--- config.mk ---
export PLATFORM = sky130hd
export DESIGN_NAME = fsync_word_link
export DESIGN_NICKNAME = d
export VERILOG_FILES = /design/src/rtl/link_pkg.sv /design/src/rtl/link_rst_sync.sv /design/src/rtl/link_tx.sv /design/src/rtl/link_rx.sv /design/src/rtl/fsync_word_link.sv
export SDC_FILE = /design/constraint.sdc
export NUM_CORES = 1
export LEC_CHECK = 0
export ABC_CLOCK_PERIOD_IN_PS = 1200
export CAP_MARGIN = 20
export CORE_MARGIN = 2
export CORE_UTILIZATION = 45
export CTS_BUF_LIST = sky130_fd_sc_hd__clkbuf_4
export CTS_CLUSTER_SIZE = 28
export DETAILED_ROUTE_END_ITERATION = 16
export GPL_TIMING_DRIVEN = 0
export PLACE_DENSITY = 0.82
export SLEW_MARGIN = 20
export SYNTH_ARGS = -nofsm -noshare
export SYNTH_HDL_FRONTEND = slang
export SYNTH_SLANG_ARGS = --single-unit
--- constraint.sdc ---
create_clock -name clk -period 1.2 [get_ports clk]
set_input_delay 0.18 -clock clk [delete_from_list [all_inputs] [get_ports clk]]
set_output_delay 0.18 -clock clk [all_outputs]
set_load 0.005 [all_outputs]
--- src/rtl/link_pkg.sv ---
package link_pkg;

  // Transmit sequencer state
  typedef enum logic {
    TX_IDLE = 1'b0,
    TX_SEND = 1'b1
  } tx_state_e;

endpackage

--- src/rtl/link_rst_sync.sv ---
// Asynchronous assert, synchronous release of the block-level reset.
module link_rst_sync #(
  parameter int STAGES = 2
) (
  input  logic clk,
  input  logic arst_n,
  output logic srst_n
);

  logic [STAGES-1:0] sync_q;

  always_ff @(posedge clk or negedge arst_n) begin
    if (!arst_n) begin
      sync_q <= '0;
    end else begin
      sync_q <= {sync_q[STAGES-2:0], 1'b1};
    end
  end

  assign srst_n = sync_q[STAGES-1];

endmodule

--- src/rtl/link_tx.sv ---
// Serialiser: word taken on the rising edge, each bit relaunched on the falling edge.
module link_tx
  import link_pkg::*;
#(
  parameter int WORD_W = 8
) (
  input  logic              clk,
  input  logic              rst_n,
  input  logic [WORD_W-1:0] word_i,
  input  logic              valid_i,
  output logic              ready_o,
  output logic              sdata_o,
  output logic              sframe_o
);

  localparam int CW = $clog2(WORD_W);
  localparam logic [CW-1:0] LAST = CW'(WORD_W - 1);

  tx_state_e         state_q, state_d;
  logic [CW-1:0]     cnt_q, cnt_d;
  logic [WORD_W-1:0] shreg_q, shreg_d;
  logic              first_q, first_d;
  logic              accept;
  logic              adv_en;

  assign ready_o = (state_q == TX_IDLE) || (cnt_q == LAST);
  assign accept  = valid_i && ready_o;
  assign adv_en  = accept || (state_q == TX_SEND);

  // Next-state logic; cnt_q is the index of the bit now presented
  always_comb begin
    state_d = state_q;
    cnt_d   = cnt_q;
    shreg_d = shreg_q;
    first_d = 1'b0;
    if (accept) begin
      state_d = TX_SEND;
      cnt_d   = '0;
      shreg_d = word_i;
      first_d = 1'b1;
    end else if (state_q == TX_SEND) begin
      if (cnt_q == LAST) begin
        state_d = TX_IDLE;
        cnt_d   = '0;
        shreg_d = '0;
      end else begin
        cnt_d   = cnt_q + CW'(1);
        shreg_d = {shreg_q[WORD_W-2:0], 1'b0};
      end
    end
  end

  // Rising-edge sequencer registers, advanced under adv_en
  always_ff @(posedge clk or negedge rst_n) begin
    if (!rst_n) begin
      state_q <= TX_IDLE;
      cnt_q   <= '0;
      shreg_q <= '0;
      first_q <= 1'b0;
    end else begin
      first_q <= first_d;
      if (adv_en) begin
        state_q <= state_d;
        cnt_q   <= cnt_d;
        shreg_q <= shreg_d;
      end
    end
  end

  // Falling-edge launch stage: half a period before the far-end capture
  always_ff @(negedge clk or negedge rst_n) begin
    if (!rst_n) begin
      sdata_o  <= 1'b0;
      sframe_o <= 1'b0;
    end else begin
      sdata_o  <= shreg_q[WORD_W-1];
      sframe_o <= first_q;
    end
  end

endmodule

--- src/rtl/link_rx.sv ---
// Deserialiser: captures on the rising edge, word start taken from the frame strobe.
module link_rx #(
  parameter int WORD_W = 8
) (
  input  logic              clk,
  input  logic              rst_n,
  input  logic              sdata_i,
  input  logic              sframe_i,
  output logic [WORD_W-1:0] word_o,
  output logic              valid_o
);

  localparam int CW = $clog2(WORD_W);
  localparam logic [CW-1:0] LAST = CW'(WORD_W - 1);

  logic              active_q, active_d;
  logic [CW-1:0]     cnt_q, cnt_d;
  logic [WORD_W-1:0] shreg_q, shreg_d;
  logic [WORD_W-1:0] word_q, word_d;
  logic              valid_q, valid_d;
  logic              cap_en;
  logic              word_ld;

  assign cap_en = sframe_i || active_q;

  // cnt_q counts the bits already captured in the current word
  always_comb begin
    active_d = active_q;
    cnt_d    = cnt_q;
    shreg_d  = shreg_q;
    word_d   = word_q;
    word_ld  = 1'b0;
    valid_d  = 1'b0;
    if (sframe_i) begin
      active_d = 1'b1;
      cnt_d    = CW'(1);
      shreg_d  = {{(WORD_W-1){1'b0}}, sdata_i};
    end else if (active_q) begin
      shreg_d = {shreg_q[WORD_W-2:0], sdata_i};
      if (cnt_q == LAST) begin
        active_d = 1'b0;
        cnt_d    = '0;
        word_d   = shreg_d;
        word_ld  = 1'b1;
        valid_d  = 1'b1;
      end else begin
        cnt_d = cnt_q + CW'(1);
      end
    end
  end

  always_ff @(posedge clk or negedge rst_n) begin
    if (!rst_n) begin
      active_q <= 1'b0;
      cnt_q    <= '0;
      shreg_q  <= '0;
      word_q   <= '0;
      valid_q  <= 1'b0;
    end else begin
      valid_q <= valid_d;
      if (cap_en) begin
        active_q <= active_d;
        cnt_q    <= cnt_d;
        shreg_q  <= shreg_d;
      end
      if (word_ld) begin
        word_q <= word_d;
      end
    end
  end

  assign word_o  = word_q;
  assign valid_o = valid_q;

endmodule

--- src/rtl/fsync_word_link.sv ---
module fsync_word_link #(
  parameter int WORD_W      = 8,
  parameter int SYNC_STAGES = 2
) (
  input  logic              clk,
  input  logic              rst_n,
  input  logic [WORD_W-1:0] tx_data,
  input  logic              tx_valid,
  output logic              tx_ready,
  output logic              ser_data_o,
  output logic              ser_frame_o,
  input  logic              ser_data_i,
  input  logic              ser_frame_i,
  output logic [WORD_W-1:0] rx_data,
  output logic              rx_valid
);

  logic blk_rst_n;

  link_rst_sync #(.STAGES(SYNC_STAGES)) u_rst (
    .clk    (clk),
    .arst_n (rst_n),
    .srst_n (blk_rst_n)
  );

  link_tx #(.WORD_W(WORD_W)) u_tx (
    .clk      (clk),
    .rst_n    (blk_rst_n),
    .word_i   (tx_data),
    .valid_i  (tx_valid),
    .ready_o  (tx_ready),
    .sdata_o  (ser_data_o),
    .sframe_o (ser_frame_o)
  );

  link_rx #(.WORD_W(WORD_W)) u_rx (
    .clk      (clk),
    .rst_n    (blk_rst_n),
    .sdata_i  (ser_data_i),
    .sframe_i (ser_frame_i),
    .word_o   (rx_data),
    .valid_o  (rx_valid)
  );

endmodule

==> flow_metrics.env <==
export IMPL_outcome="finished, violations left"
export IMPL_violations="setup timing"
export IMPL_arrival_ps=1410
export IMPL_yosys_area_top_type="dfrtp_1"
export IMPL_ys_ff_latch=37
export IMPL_drt_iter0_markers=19
export IMPL_drive_gt1_share_pct=33.5
export IMPL_synth_area_leaders="dfrtp_1 (56%), mux2i_1 (10%), mux2_2 (5.8%), o221ai_1 (3.9%), dfrtn_1 (3.2%)"
export IMPL_syn2layout_area_growth_pct=40.5
export IMPL_cap_violations=0
export IMPL_ios=25
export IMPL_cp_max_fo=1
export IMPL_fin_worst_skew_ps=15.5
export IMPL_clockBufferDepth=2
export IMPL_clk_pin_slew_worst_paths_ps=110
export IMPL_yosys_area_share_simple_pct=8.55
export IMPL_yosys_warnings=0
export IMPL_firstDrtPassIters=4
export IMPL_synthArstFlopShare_pct=100
export IMPL_synth_flop_cell="dfrtp_1"
export IMPL_cts_root_buffer="clkbuf_4"
export IMPL_mostFrequentLayoutCell="dfrtp_1"
export IMPL_wl_um=3240
export IMPL_synth_mux_area_share_pct=16.9
export IMPL_die_y_um=63.0
export IMPL_ant_nets=0
export IMPL_place_ws_ps=-444
export IMPL_routed_via_density=5.26
export IMPL_worstSetupPathType="register to output pin"
export IMPL_synthXorXnorAreaFrac_pct=0
export IMPL_synth_top_area_share_pct=56.0
export IMPL_start_util_pct=46.9
export IMPL_wire_per_inst_um=15.4
export IMPL_slew_viol_final=0
export IMPL_dpl_hpwl_um=2040
export IMPL_setup_worst_path_end_class="output pin"
export IMPL_cpLargestDelayFamily="flip-flops"
export IMPL_powerDensity_mw_per_mm2=1820
export IMPL_grt_pass1_vias=1204
export IMPL_vdd_drop_max_mv=0.996
export IMPL_synthAdderAreaFrac_pct=3.20
export IMPL_grt_pass1_wl_um=5600
export IMPL_slowest_delay_ps=390
export IMPL_fp_dieArea_sq_mm=0.00397
export IMPL_syn_nets=138
export IMPL_grt_antenna_before_repair=0
export IMPL_port_buffers=23
export IMPL_worstPathCellList="buf_2"
export IMPL_row_count=21
export IMPL_yosysSeqAreaShare_pct=59.2
export IMPL_coreArea_sq_mm=0.00334
export IMPL_gr_total_overflow=0
export IMPL_grt_usage_pct=18.6
export IMPL_cts_buffers=5
export IMPL_drc_errors=0
export IMPL_clk_latency_ps=350
export IMPL_tritoncts="yes"
export IMPL_hold_ws_ps=185
export IMPL_final_net_count=180
export IMPL_synth_cells=121
export IMPL_hold_viol_final=0
export IMPL_routabilityCongestion=0.730
export IMPL_fillCellCount=275
export IMPL_synth_compound_area_share_pct=7.11
export IMPL_layout_cells_non_filler=210
export IMPL_die_width_um=63.0
export IMPL_htree_levels=2
export IMPL_utilization_pct=65.9
export IMPL_antenna_cells=0
export IMPL_synth_top_family_by_area="multiplexers"
export IMPL_layout_common_cells="dfrtp_1 (33), mux2i_1 (16), clkdlybuf4s50_1 (11)"
export IMPL_ys_types=27
export IMPL_vias=1105
export IMPL_hold_class="register to async pin"
export IMPL_placed_cells=190
export IMPL_setup_ws_ps=-391
export IMPL_netlist_area_sq_mm=0.00157
export IMPL_grt_max_degree=36
export IMPL_slowest_stage="dfrtn_1"
export IMPL_synth_edff_count=0
export IMPL_startpoint_type="register"
export IMPL_setup_tns_ps=-3030
export IMPL_avgSynthCellArea_sq_um=12.9
export IMPL_critPathRequiredTime_ps=1020
export IMPL_crit_buf_inv=1
export IMPL_cts_num_sinks=37
export IMPL_finalSetupViolations=21
export IMPL_p_leak_uw=0.00109
export IMPL_rsz0062_at_grt="yes"
[cells in the mapped netlist (2+ instances only)]
| cell | number |
|---|---|
| inv_1 | 9 |
| mux2i_1 | 16 |
| nand3_1 | 8 |
| mux2_2 | 8 |
| nand2b_1 | 2 |
| dfrtn_1 | 2 |
| nor2_1 | 10 |
| o221ai_1 | 7 |
| a32o_1 | 2 |
| dfrtp_1 | 35 |
| ha_1 | 4 |
| buf_2 | 3 |
[metal layers]
metal | track usage, % | vias up | part of all wire, %
met3 | 5.41 | 11 | 5.2
met1 | 19.5 | 552 | 38
met5 | 0 | - | 0
met4 | 7.50 | 0 | 2.8
met2 | 34.4 | 34 | 54
li1 | - | 508 | -
[path summary, 6_finish.rpt]
path	startpoint	to	slack, ps	cells past startpoint
max in group asynchronous	u_rst.sync_q[1]	u_tx.sdata_o	250	0
min in group clk	tx_valid	u_tx.cnt_q[1]	270	3
worst max register to register	u_rx.cnt_q[1]	u_rx.word_o[5]	-150	4
worst min register to register	u_rst.sync_q[1]	u_tx.state_q	190	0
worst max-delay path	u_tx.sdata_o	ser_data_o	-390	1
worst min-delay path	u_rst.sync_q[1]	u_tx.state_q	190	0
[power breakdown]
group	switching (uW)	internal (uW)	leakage [uW]	total [uW]
registers	187	1530	0.000477	1720
logic	593	847	0.000571	1440
clock network	397	456	0.0000433	853
total	1180	2830	0.00109	4010
[state kept, by name, indices dropped and copies added (netlist names)]
| register | cells |
|---|---|
| u_rx.word_o | 8 |
| u_tx.shreg_q | 8 |
| u_rx.shreg_q | 7 |
| u_rx.cnt_q | 3 |
| u_tx.cnt_q | 3 |
| u_rst.sync_q | 2 |
| u_rx.active_q | 1 |
| u_rx.valid_o | 1 |
| u_tx.first_q | 1 |
| u_tx.sdata_o | 1 |
| u_tx.sframe_o | 1 |
| u_tx.state_q | 1 |
[kinds of logic after synthesis]
family	after synthesis
AO/OA/AOI/OAI	13
adder cells (fa/ha/maj)	4
buffers and inverters	16
flip-flops	37
multiplexers	25
other	1
AND/OR/NAND/NOR	25
[area by class of cell]
type | count | area, sq um | share of cell area [%]
buffer | 6 | 42.5 | 1.93
clock buffer | 6 | 45.0 | 2.05
clock inverter | 2 | 33.8 | 1.54
inverter | 9 | 33.8 | 1.54
multi-input combinational | 69 | 724 | 32.9
sequential | 37 | 931 | 42.3
tap | 46 | 57.6 | 2.62
timing repair buffer | 35 | 332 | 15.1
[metrics by stage]
stage | instance area [sq um] | total power, uW
after detailed placement | 1910 | 2810
after CTS | 2110 | 3870
after global placement | 1910 | 2710
after global routing | 2200 | 4290
final | 2200 | 4010
after floorplan | 1620 | 2380
[timing repair]
action | 4_1_cts | 5_1_grt
endpoints found under the hold margin | 2 | 0
pin swaps | 3 | 5
resized for setup | 45 | 15
cloned | 3 | 0
setup endpoints to repair | 32 | 33
buffers inserted | 4 | 8
hold buffers | 1 | 0
Power figures use the tool's default switching activity.
